<file path="config.mk">
export PLATFORM = sky130hd
export DESIGN_NAME = stimer_top
export DESIGN_NICKNAME = d
export VERILOG_FILES = /design/src/rtl/stimer_pkg.sv /design/src/rtl/stimer_counter.sv /design/src/rtl/stimer_cmp.sv /design/src/rtl/stimer_irq.sv /design/src/rtl/stimer_regif.sv /design/src/rtl/stimer_top.sv
export SDC_FILE = /design/constraint.sdc
export NUM_CORES = 1
export LEC_CHECK = 0
export BUFFER_PORTS_ARGS = -buffer_cell sky130_fd_sc_hd__clkbuf_2
export CORE_MARGIN = 4
export CORE_UTILIZATION = 51
export DETAILED_ROUTE_END_ITERATION = 8
export PLACE_DENSITY = 0.7
export SYNTH_ARGS = -nofsm -noshare
export SYNTH_HDL_FRONTEND = slang
export SYNTH_SLANG_ARGS = --single-unit
</file>
<file path="constraint.sdc">
create_clock -name clk -period 3.3 [get_ports clk]
set_input_delay 0.66 -clock clk [delete_from_list [all_inputs] [get_ports clk]]
set_output_delay 0.66 -clock clk [all_outputs]
set_load 0.01 [all_outputs]
</file>
<file path="src/rtl/stimer_pkg.sv">
`timescale 1ns/1ps
package stimer_pkg;
   localparam int unsigned BUS_W    = 32;
   localparam int unsigned NUM_CMP  = 2;
   localparam int unsigned NUM_FLG  = NUM_CMP + 1;
   localparam int unsigned EN_BIT   = 11;
   // word offsets; channel k: upper half at OFS_CMP0+2k, lower half one above
   localparam int unsigned OFS_CFG  = 0;
   localparam int unsigned OFS_CNT  = 1;
   localparam int unsigned OFS_FLG  = 2;
   localparam int unsigned OFS_MSK  = 3;
   localparam int unsigned OFS_CMP0 = 4;
   localparam int unsigned MIN_ADDR_W = 3;
   // flag positions: bit 0 roll-over, bit FLG_CMP0+k compare channel k
   localparam int unsigned FLG_WRAP = 0;
   localparam int unsigned FLG_CMP0 = 1;
   typedef logic [NUM_FLG-1:0] flag_vec_t;
endpackage

</file>
<file path="src/rtl/stimer_counter.sv">
`timescale 1ns/1ps
module stimer_counter #(
   parameter int unsigned CNT_W = 32
) (
   input  logic             clk,
   input  logic             rst_n,
   input  logic             en,
   input  logic             tick,
   output logic [CNT_W-1:0] cnt_q,
   output logic [CNT_W-1:0] cnt_nxt,
   output logic             step,
   output logic             wrap_ev
);
   localparam logic [CNT_W-1:0] ONE = CNT_W'(1);

   assign step    = en & tick;
   assign cnt_nxt = cnt_q + ONE;
   assign wrap_ev = step & (&cnt_q);

   always_ff @(posedge clk or negedge rst_n) begin
      if (!rst_n) begin
         cnt_q <= '0;
      end else if (step) begin
         cnt_q <= cnt_nxt;
      end
   end
endmodule

</file>
<file path="src/rtl/stimer_cmp.sv">
`timescale 1ns/1ps
module stimer_cmp #(
   parameter int unsigned CNT_W  = 32,
   parameter int unsigned HALF_W = 16
) (
   input  logic              clk,
   input  logic              rst_n,
   input  logic              hi_we,
   input  logic              lo_we,
   input  logic [HALF_W-1:0] wdata,
   input  logic              step,
   input  logic [CNT_W-1:0]  cnt_nxt,
   output logic [CNT_W-1:0]  act,
   output logic              match_ev
);
   logic [HALF_W-1:0] hold_q;
   logic [HALF_W-1:0] lo_q;
   logic [HALF_W-1:0] hi_q;

   always_ff @(posedge clk or negedge rst_n) begin
      if (!rst_n) begin
         hold_q <= '1;
         lo_q   <= '1;
         hi_q   <= '0;
      end else begin
         if (lo_we) begin
            hold_q <= wdata;
         end
         if (hi_we) begin
            hi_q <= wdata;
            lo_q <= hold_q;
         end
      end
   end

   assign act      = {hi_q, lo_q};
   assign match_ev = step & (cnt_nxt == act);
endmodule

</file>
<file path="src/rtl/stimer_irq.sv">
`timescale 1ns/1ps
module stimer_irq #(
   parameter int unsigned NFLG = 3
) (
   input  logic            clk,
   input  logic            rst_n,
   input  logic [NFLG-1:0] set,
   input  logic [NFLG-1:0] clr,
   input  logic [NFLG-1:0] mask,
   output logic [NFLG-1:0] flags,
   output logic            irq
);
   logic [NFLG-1:0] flags_d;

   // set is ORed in after the clear, so a same-edge event survives
   assign flags_d = (flags & ~clr) | set;

   always_ff @(posedge clk or negedge rst_n) begin
      if (!rst_n) begin
         flags <= '0;
      end else begin
         flags <= flags_d;
      end
   end

   assign irq = |(flags & mask);
endmodule

</file>
<file path="src/rtl/stimer_regif.sv">
`timescale 1ns/1ps
module stimer_regif
   import stimer_pkg::*;
#(
   parameter int unsigned ADDR_W = 3,
   parameter int unsigned CNT_W  = 32,
   parameter int unsigned HALF_W = 16
) (
   input  logic                            clk,
   input  logic                            rst_n,
   input  logic                            bus_wr,
   input  logic [ADDR_W-1:0]               bus_addr,
   input  logic [BUS_W-1:0]                bus_wdata,
   input  logic [CNT_W-1:0]                cnt,
   input  logic [NUM_CMP-1:0][CNT_W-1:0]   act,
   input  flag_vec_t                       flags,
   output logic                            en,
   output flag_vec_t                       mask,
   output flag_vec_t                       flg_clr,
   output logic [NUM_CMP-1:0]              hi_we,
   output logic [NUM_CMP-1:0]              lo_we,
   output logic [BUS_W-1:0]                rdata
);
   localparam logic [ADDR_W-1:0] AD_CFG = ADDR_W'(OFS_CFG);
   localparam logic [ADDR_W-1:0] AD_CNT = ADDR_W'(OFS_CNT);
   localparam logic [ADDR_W-1:0] AD_FLG = ADDR_W'(OFS_FLG);
   localparam logic [ADDR_W-1:0] AD_MSK = ADDR_W'(OFS_MSK);

   logic wr_cfg;
   logic wr_msk;

   assign wr_cfg  = bus_wr && (bus_addr == AD_CFG);
   assign wr_msk  = bus_wr && (bus_addr == AD_MSK);
   assign flg_clr = (bus_wr && (bus_addr == AD_FLG)) ? bus_wdata[NUM_FLG-1:0] : '0;

   for (genvar k = 0; k < NUM_CMP; k++) begin : g_dec
      localparam logic [ADDR_W-1:0] AD_HI = ADDR_W'(OFS_CMP0 + 2 * k);
      localparam logic [ADDR_W-1:0] AD_LO = ADDR_W'(OFS_CMP0 + 2 * k + 1);
      assign hi_we[k] = bus_wr && (bus_addr == AD_HI);
      assign lo_we[k] = bus_wr && (bus_addr == AD_LO);
   end

   always_ff @(posedge clk or negedge rst_n) begin
      if (!rst_n) begin
         en   <= 1'b0;
         mask <= '0;
      end else begin
         if (wr_cfg) begin
            en <= bus_wdata[EN_BIT];
         end
         if (wr_msk) begin
            mask <= bus_wdata[NUM_FLG-1:0];
         end
      end
   end

   always_comb begin
      rdata = '0;
      if (bus_addr == AD_CFG) rdata = BUS_W'(en) << EN_BIT;
      if (bus_addr == AD_CNT) rdata = BUS_W'(cnt);
      if (bus_addr == AD_FLG) rdata = BUS_W'(flags);
      if (bus_addr == AD_MSK) rdata = BUS_W'(mask);
      for (int k = 0; k < NUM_CMP; k++) begin
         if (bus_addr == ADDR_W'(OFS_CMP0 + 2 * k))
            rdata = BUS_W'(act[k][CNT_W-1:HALF_W]);
         if (bus_addr == ADDR_W'(OFS_CMP0 + 2 * k + 1))
            rdata = BUS_W'(act[k][HALF_W-1:0]);
      end
   end
endmodule

</file>
<file path="src/rtl/stimer_top.sv">
`timescale 1ns/1ps
module stimer_top
   import stimer_pkg::*;
#(
   parameter int unsigned HALF_W = 16,
   parameter int unsigned CNT_W  = 2 * HALF_W,
   parameter int unsigned ADDR_W = 3
) (
   input  logic              clk,
   input  logic              rst_n,
   input  logic              tick_i,
   input  logic              bus_wr_i,
   input  logic [ADDR_W-1:0] bus_addr_i,
   input  logic [31:0]       bus_wdata_i,
   output logic [31:0]       bus_rdata_o,
   output logic              irq_o
);
   if (CNT_W != 2 * HALF_W) begin : g_bad_split
      $error("counter width must be twice the half width");
   end
   if (HALF_W < 1 || HALF_W > 16) begin : g_bad_half
      $error("half width must lie in 1..16");
   end
   if (ADDR_W < MIN_ADDR_W) begin : g_bad_addr
      $error("address width too small for the register map");
   end

   logic                          en_q;
   logic [CNT_W-1:0]              cnt_q;
   logic [CNT_W-1:0]              cnt_nxt;
   logic                          step;
   logic                          wrap_ev;
   logic [NUM_CMP-1:0][CNT_W-1:0] act;
   logic [NUM_CMP-1:0]            match_ev;
   logic [NUM_CMP-1:0]            hi_we;
   logic [NUM_CMP-1:0]            lo_we;
   flag_vec_t                     flg_set;
   flag_vec_t                     flg_clr;
   flag_vec_t                     flags;
   flag_vec_t                     mask;

   stimer_counter #(.CNT_W(CNT_W)) u_cnt (
      .clk     (clk),
      .rst_n   (rst_n),
      .en      (en_q),
      .tick    (tick_i),
      .cnt_q   (cnt_q),
      .cnt_nxt (cnt_nxt),
      .step    (step),
      .wrap_ev (wrap_ev)
   );

   for (genvar k = 0; k < NUM_CMP; k++) begin : g_ch
      stimer_cmp #(.CNT_W(CNT_W), .HALF_W(HALF_W)) u_cmp (
         .clk      (clk),
         .rst_n    (rst_n),
         .hi_we    (hi_we[k]),
         .lo_we    (lo_we[k]),
         .wdata    (bus_wdata_i[HALF_W-1:0]),
         .step     (step),
         .cnt_nxt  (cnt_nxt),
         .act      (act[k]),
         .match_ev (match_ev[k])
      );
   end

   assign flg_set = {match_ev, wrap_ev};

   stimer_regif #(.ADDR_W(ADDR_W), .CNT_W(CNT_W), .HALF_W(HALF_W)) u_regs (
      .clk       (clk),
      .rst_n     (rst_n),
      .bus_wr    (bus_wr_i),
      .bus_addr  (bus_addr_i),
      .bus_wdata (bus_wdata_i),
      .cnt       (cnt_q),
      .act       (act),
      .flags     (flags),
      .en        (en_q),
      .mask      (mask),
      .flg_clr   (flg_clr),
      .hi_we     (hi_we),
      .lo_we     (lo_we),
      .rdata     (bus_rdata_o)
   );

   stimer_irq #(.NFLG(NUM_FLG)) u_irq (
      .clk   (clk),
      .rst_n (rst_n),
      .set   (flg_set),
      .clr   (flg_clr),
      .mask  (mask),
      .flags (flags),
      .irq   (irq_o)
   );
endmodule

</file>
### Word level (Yosys, flattened, before mapping)

Cells that the tools add are included.
Widths: inputs -> output; s select.

| storage, ports and cells | value |
|---|---|
| register bits | 135 |
| input bits | 39 |
| output and inout port bits | 33 |
| word-level logic and storage cells | 47 |

| operators by class | value |
|---|---|
| add/subtract/negate cells | 1 |
| equal/unequal tests | 9 |
| mux-type cells | 9 |
| bitwise operators | 8 |
| reductions and logical operators | 10 |

Operators by type and width:

| operator | count |
|---|---|
| $mux 32 | 7 |
| $eq 32x32->1 | 2 |
| $add 32x1->32 const B | 1 |
| $reduce_and 32->1 | 1 |
| $eq 3x3->1 const B | 4 |
| $mux 12 | 1 |
| $logic_and 1x1->1 | 7 |
| $and 3x3->3 | 2 |
| $eq 3x2->1 const B | 2 |
| $and 1x1->1 | 4 |
| $eq 3x1->1 const B | 1 |
| $logic_not 3->1 | 1 |
| $mux 3 | 1 |
| $not 3->3 | 1 |
| $or 3x3->3 | 1 |
| $reduce_or 3->1 | 1 |

### Logic depth before layout (Yosys ltp)

| depth | value |
|---|---|
| depth after elaboration | 9 |
| depth in mapped cells | 10 |
| gate-level depth less buffers | 8 |

### By module

A second synthesis with hierarchy kept.

| second synthesis, totals | value |
|---|---|
| cells, all modules | 651 |
| area total of the unflattened synthesis | 7,536.0 µm² |

Modules (own cells, without submodules):

| module | instances | cells an instance | area an instance (µm²) | sequential area each (µm²) |
|---|---|---|---|---|
| stimer_cmp | 2 | 146 | 2,165.8 | 1,241.2 |
| stimer_counter | 1 | 219 | 2,019.4 | 800.8 |
| stimer_regif | 1 | 129 | 1,062.3 | 100.1 |
| stimer_irq | 1 | 11 | 122.6 | 75.1 |

### Worst setup path after synthesis

OpenSTA, ideal clock, no wires.

| path | value |
|---|---|
| kind | reg2reg |
| start point | register u_cnt.cnt_q[8] |
| end point | register u_irq.flags[2] |
| library setup time | 0.095 ns |
| data arrival time | 2.642 ns |
| required time | 3.205 ns |
| slack | 0.563 ns |
| stages on the path, launching flop included | 10 |
| path buffers | 2 |
| clock period less this slack | 2.737 ns |
| cells stage by stage | dfrtp_1 -> buf_2 -> nand3_1 -> or3_4 -> buf_2 -> nor3_1 -> xnor2_1 -> o2111ai_1 -> or4_1 -> o31ai_1 |

| between the ends | value |
|---|---|
| cells in the longest elaborated chain, start to end | 4 |

Ends and longest elaborated chain:

| element | line | text |
|---|---|---|
| start, declared | stimer_counter.sv:9 | `output logic [CNT_W-1:0] cnt_q,` |
| start signal, assigned | stimer_counter.sv:24 | `cnt_q <= cnt_nxt;` |
| $add 32x1->32 | stimer_counter.sv:17 | `assign cnt_nxt = cnt_q + ONE;` |
| $eq 32x32->1 | stimer_cmp.sv:37 | `assign match_ev = step & (cnt_nxt == act);` |
| $and 1x1->1 | stimer_cmp.sv:37 |  |
| $or 3x3->3 | stimer_irq.sv:16 | `assign flags_d = (flags & ~clr) \| set;` |
| named net u_irq.flags_d[2] | stimer_irq.sv:13 | `logic [NFLG-1:0] flags_d;` |
| end signal, assigned | stimer_irq.sv:22 | `flags <= flags_d;` |
| end, declared | stimer_irq.sv:10 | `output logic [NFLG-1:0] flags,` |

The timed path passes the listed nets, and every way through them passes these cells.
A chain may end at the register's enable or synchronous reset.

### Worst setup path in the final report

| path | value |
|---|---|
| start point | register u_cnt.cnt_q[9] |
| end point | register u_irq.flags[2] |

Same word-level chain as after synthesis.

==> impl_results.md <==
- Status: completed
- Detailed Route Iter0 Violations: 687
- Via count: 6303
- Synth top area cells: dfrtp_1, dfstp_2, mux2_2
- Initial cell density of the core: 51.7%
- Synth warn: 0
- Worst r2r dst: u_irq.flags[2]
- CORE AREA: 0.0158 sq mm
- Fin area: 0.00951 sq mm
- Die H: 135 um
- Residual DRC: 0
- Synthesis-to-finish area growth: 16.3%
- Post-cts sizing count: 0
- Final Max Slew Viols: 0
- Clock Tree Root: clkbuf_16
- Crit path capture type: flop
- Dpl cell area: 0.00892 sq mm
- H-tree Lvls: 4
- Clock Path Buffers: 2
- Commonest cells in the netlist: mux2_2, dfrtp_1, xnor2_1
- Synth area leader: dfrtp_1
- Antenna diodes: 0
- Clock-pin slew on the worst setup and hold paths: 0.06 ns
- Sequential share of the synthesized area: 42.3%
- Post-CTS Setup Repair Bufs: 0
- Initial antenna violation count: 0
- TritonCTS Sinks: 135
- Hold-fix buffers, CTS: 0
- Vias in the first global route: 6424
- Post-DP HPWL: 18400 um
- Synth Net Count: slightly below 800
- Top cell type's share of synthesized area: 21.7%
- R2r setup slk: approximately 0.24 ns
- RSZ-0062 raised after global routing: no
- Antenna viol nets, final: 0
- Per-cell routed wire length: around 23 um
- TritonCTS clock tree: done
- First-pass GRT wire length: 38100 um
- RR Startpoint: u_cnt.cnt_q[9]
- Hold Path Class: primary input to asynchronous set/reset pin
- Gate Count Post-Synth: 749
- R2R cell count: 7
- Power per unit of standard cell area: ~640 mW/mm^2
- Syn Area/Cell: 10.9 sq um
- I/O pin total: 72
- Full die area: approximately 0.018 sq mm
- Setup_tns: 0 ns
- Min Tclk post-route: just over 3 ns
- DRT Pass-1 Iters: 6
- Global route overflow: 0
- Std cell rows: 46
- Worst Path Required: around 3.6 ns
- Final period util: between 90% and 100%
- Number of synthesized flops with an enable pin: 0
- VDD IR-drop max: 0.437 mV
- Largest net degree at the start of global routing: 72
- Max-Cap Viols: 0
- Cts bufs inserted: 17
- WP data arrival: 3.38 ns
- Leak: 0.00398 uW
- # port buffers: 55
- Clk_lat worst skew: 0.43 ns
- Main flop type after synthesis: dfrtp_1
- Setup Viol. Count Final: 0
- Synthesized area: 0.00818 sq mm
- Synth unique cells: 68
- Post-Route WL: 24100 um
- Die width: ~130 um
- Worst-margin pin slew: 0.659 ns
- Vias/cell: 6.03
- Share of layout cells above drive strength 1: 39.9%
- Final layout net count: 857
- CP startpoint kind: flop
- Non-filler instance count after layout: 1046
- Synthesized flop and latch total: 135
- Fmax: about 330 MHz
- Worst-path fanout max: 14
- Cells after DPL: 1014
- Aggregate global-route resource usage: 27.7%
- Post-synth ARST share: 100%
- Clock Skews: roughly 0.019 ns
- Critical setup path kind: flop to flop
- Slew HR: 56.1%
- Routability Congestion: 1.00
- Most common cell in the synthesized netlist: mux2_2
- Hold Violations, Final: 0
[state kept, by name (all words and copies together), names as in the netlist]
register and flops:
u_irq.flags 3, g_ch.u_cmp.hold_q 32, g_ch.u_cmp.lo_q 32, u_regs.mask 3
u_regs.en 1, u_cnt.cnt_q 32, g_ch.u_cmp.hi_q 32
[critical path: stages, from the launching register on]
cell and delay [ns]:
dfrtp_1 0.54, nand3_1 0.20, or3_4 0.53, nor4_2 0.47
xor2_1 0.18, a22oi_1 0.12, or4_1 0.56, o31ai_1 0.33
[per-layer routing]
layer	global-route usage [%]	vias up	wire, um
met2	41.9	278	11100
met4	8.77	0	530
met1	40.1	3142	10400
met5	0	-	0
li1	-	2841	-
met3	6.04	42	2040
[report_power, final]
group	leakage [uW]	internal (uW)	switching, uW
Combinational	0.00213	806	704
Clock	0.000292	1150	770
Sequential	0.00156	2180	436
[worst max-delay path by stage]
| stage | from | to | cells after the start |
|---|---|---|---|
| after floorplan | u_cnt.cnt_q[8] | u_irq.flags[2] | 9 |
| after global placement | u_cnt.cnt_q[9] | u_irq.flags[2] | 8 |
| after detailed placement | u_cnt.cnt_q[6] | u_irq.flags[2] | 8 |
| after CTS | u_cnt.cnt_q[9] | u_irq.flags[2] | 8 |
| after global routing | u_cnt.cnt_q[1] | u_irq.flags[2] | 9 |
| final | u_cnt.cnt_q[9] | u_irq.flags[2] | 7 |
[per-stage QoR]
| step | hold WS [ns] | utilization (%) | worst slack (ns) | power [uW] |
|---|---|---|---|---|
| 2_1_floorplan | 0.364 | - | 0.563 | 3530 |
| 3_3_place_gp | 0.482 | 56.3 | 0.161 | 4060 |
| 3_5_place_dp | 0.481 | 56.3 | 0.226 | 4120 |
| 4_1_cts | 0.264 | 60.0 | 0.163 | 6050 |
| 5_1_grt | 0.277 | 60.1 | 0.00152 | 6320 |
| 6_report | 0.227 | 60.1 | 0.240 | 6040 |
[cell families after synthesis]
logic type               synth area share, %
XOR/XNOR                                13.4
AO/OA/AOI/OAI                           7.13
flip-flops                              42.3
buffers and inverters                   3.58
multiplexers                            18.6
AND/OR/NAND/NOR                         14.9
adder cells (fa/ha/maj)                0.153
[final cells by class]
type | instances | area, sq um
Sequential cell | 135 | 3460
Tap cell | 216 | 270
Fill cell | 1319 | 6310
Timing Repair Buffer | 108 | 704
Multi-Input combinational cell | 545 | 4450
Clock inverter | 12 | 141
Inverter | 10 | 37.5
Clock buffer | 20 | 447
[placed cells by master, fill, tap and decap left out, types with 14 or more instances in the layout]
cell / count
a22oi_1: 16
and2_1: 20
buf_4: 51
clkbuf_16: 17
clkbuf_2: 54
dfrtp_1: 71
dfstp_2: 64
mux2_2: 112
mux2i_1: 17
nand2_1: 54
nand3_1: 28
nand4_1: 19
nor2_1: 17
nor3_1: 15
o21ai_0: 17
o22ai_1: 14
xnor2_1: 71
xor2_1: 33
No activity file was read; power rests on OpenSTA's default activity.
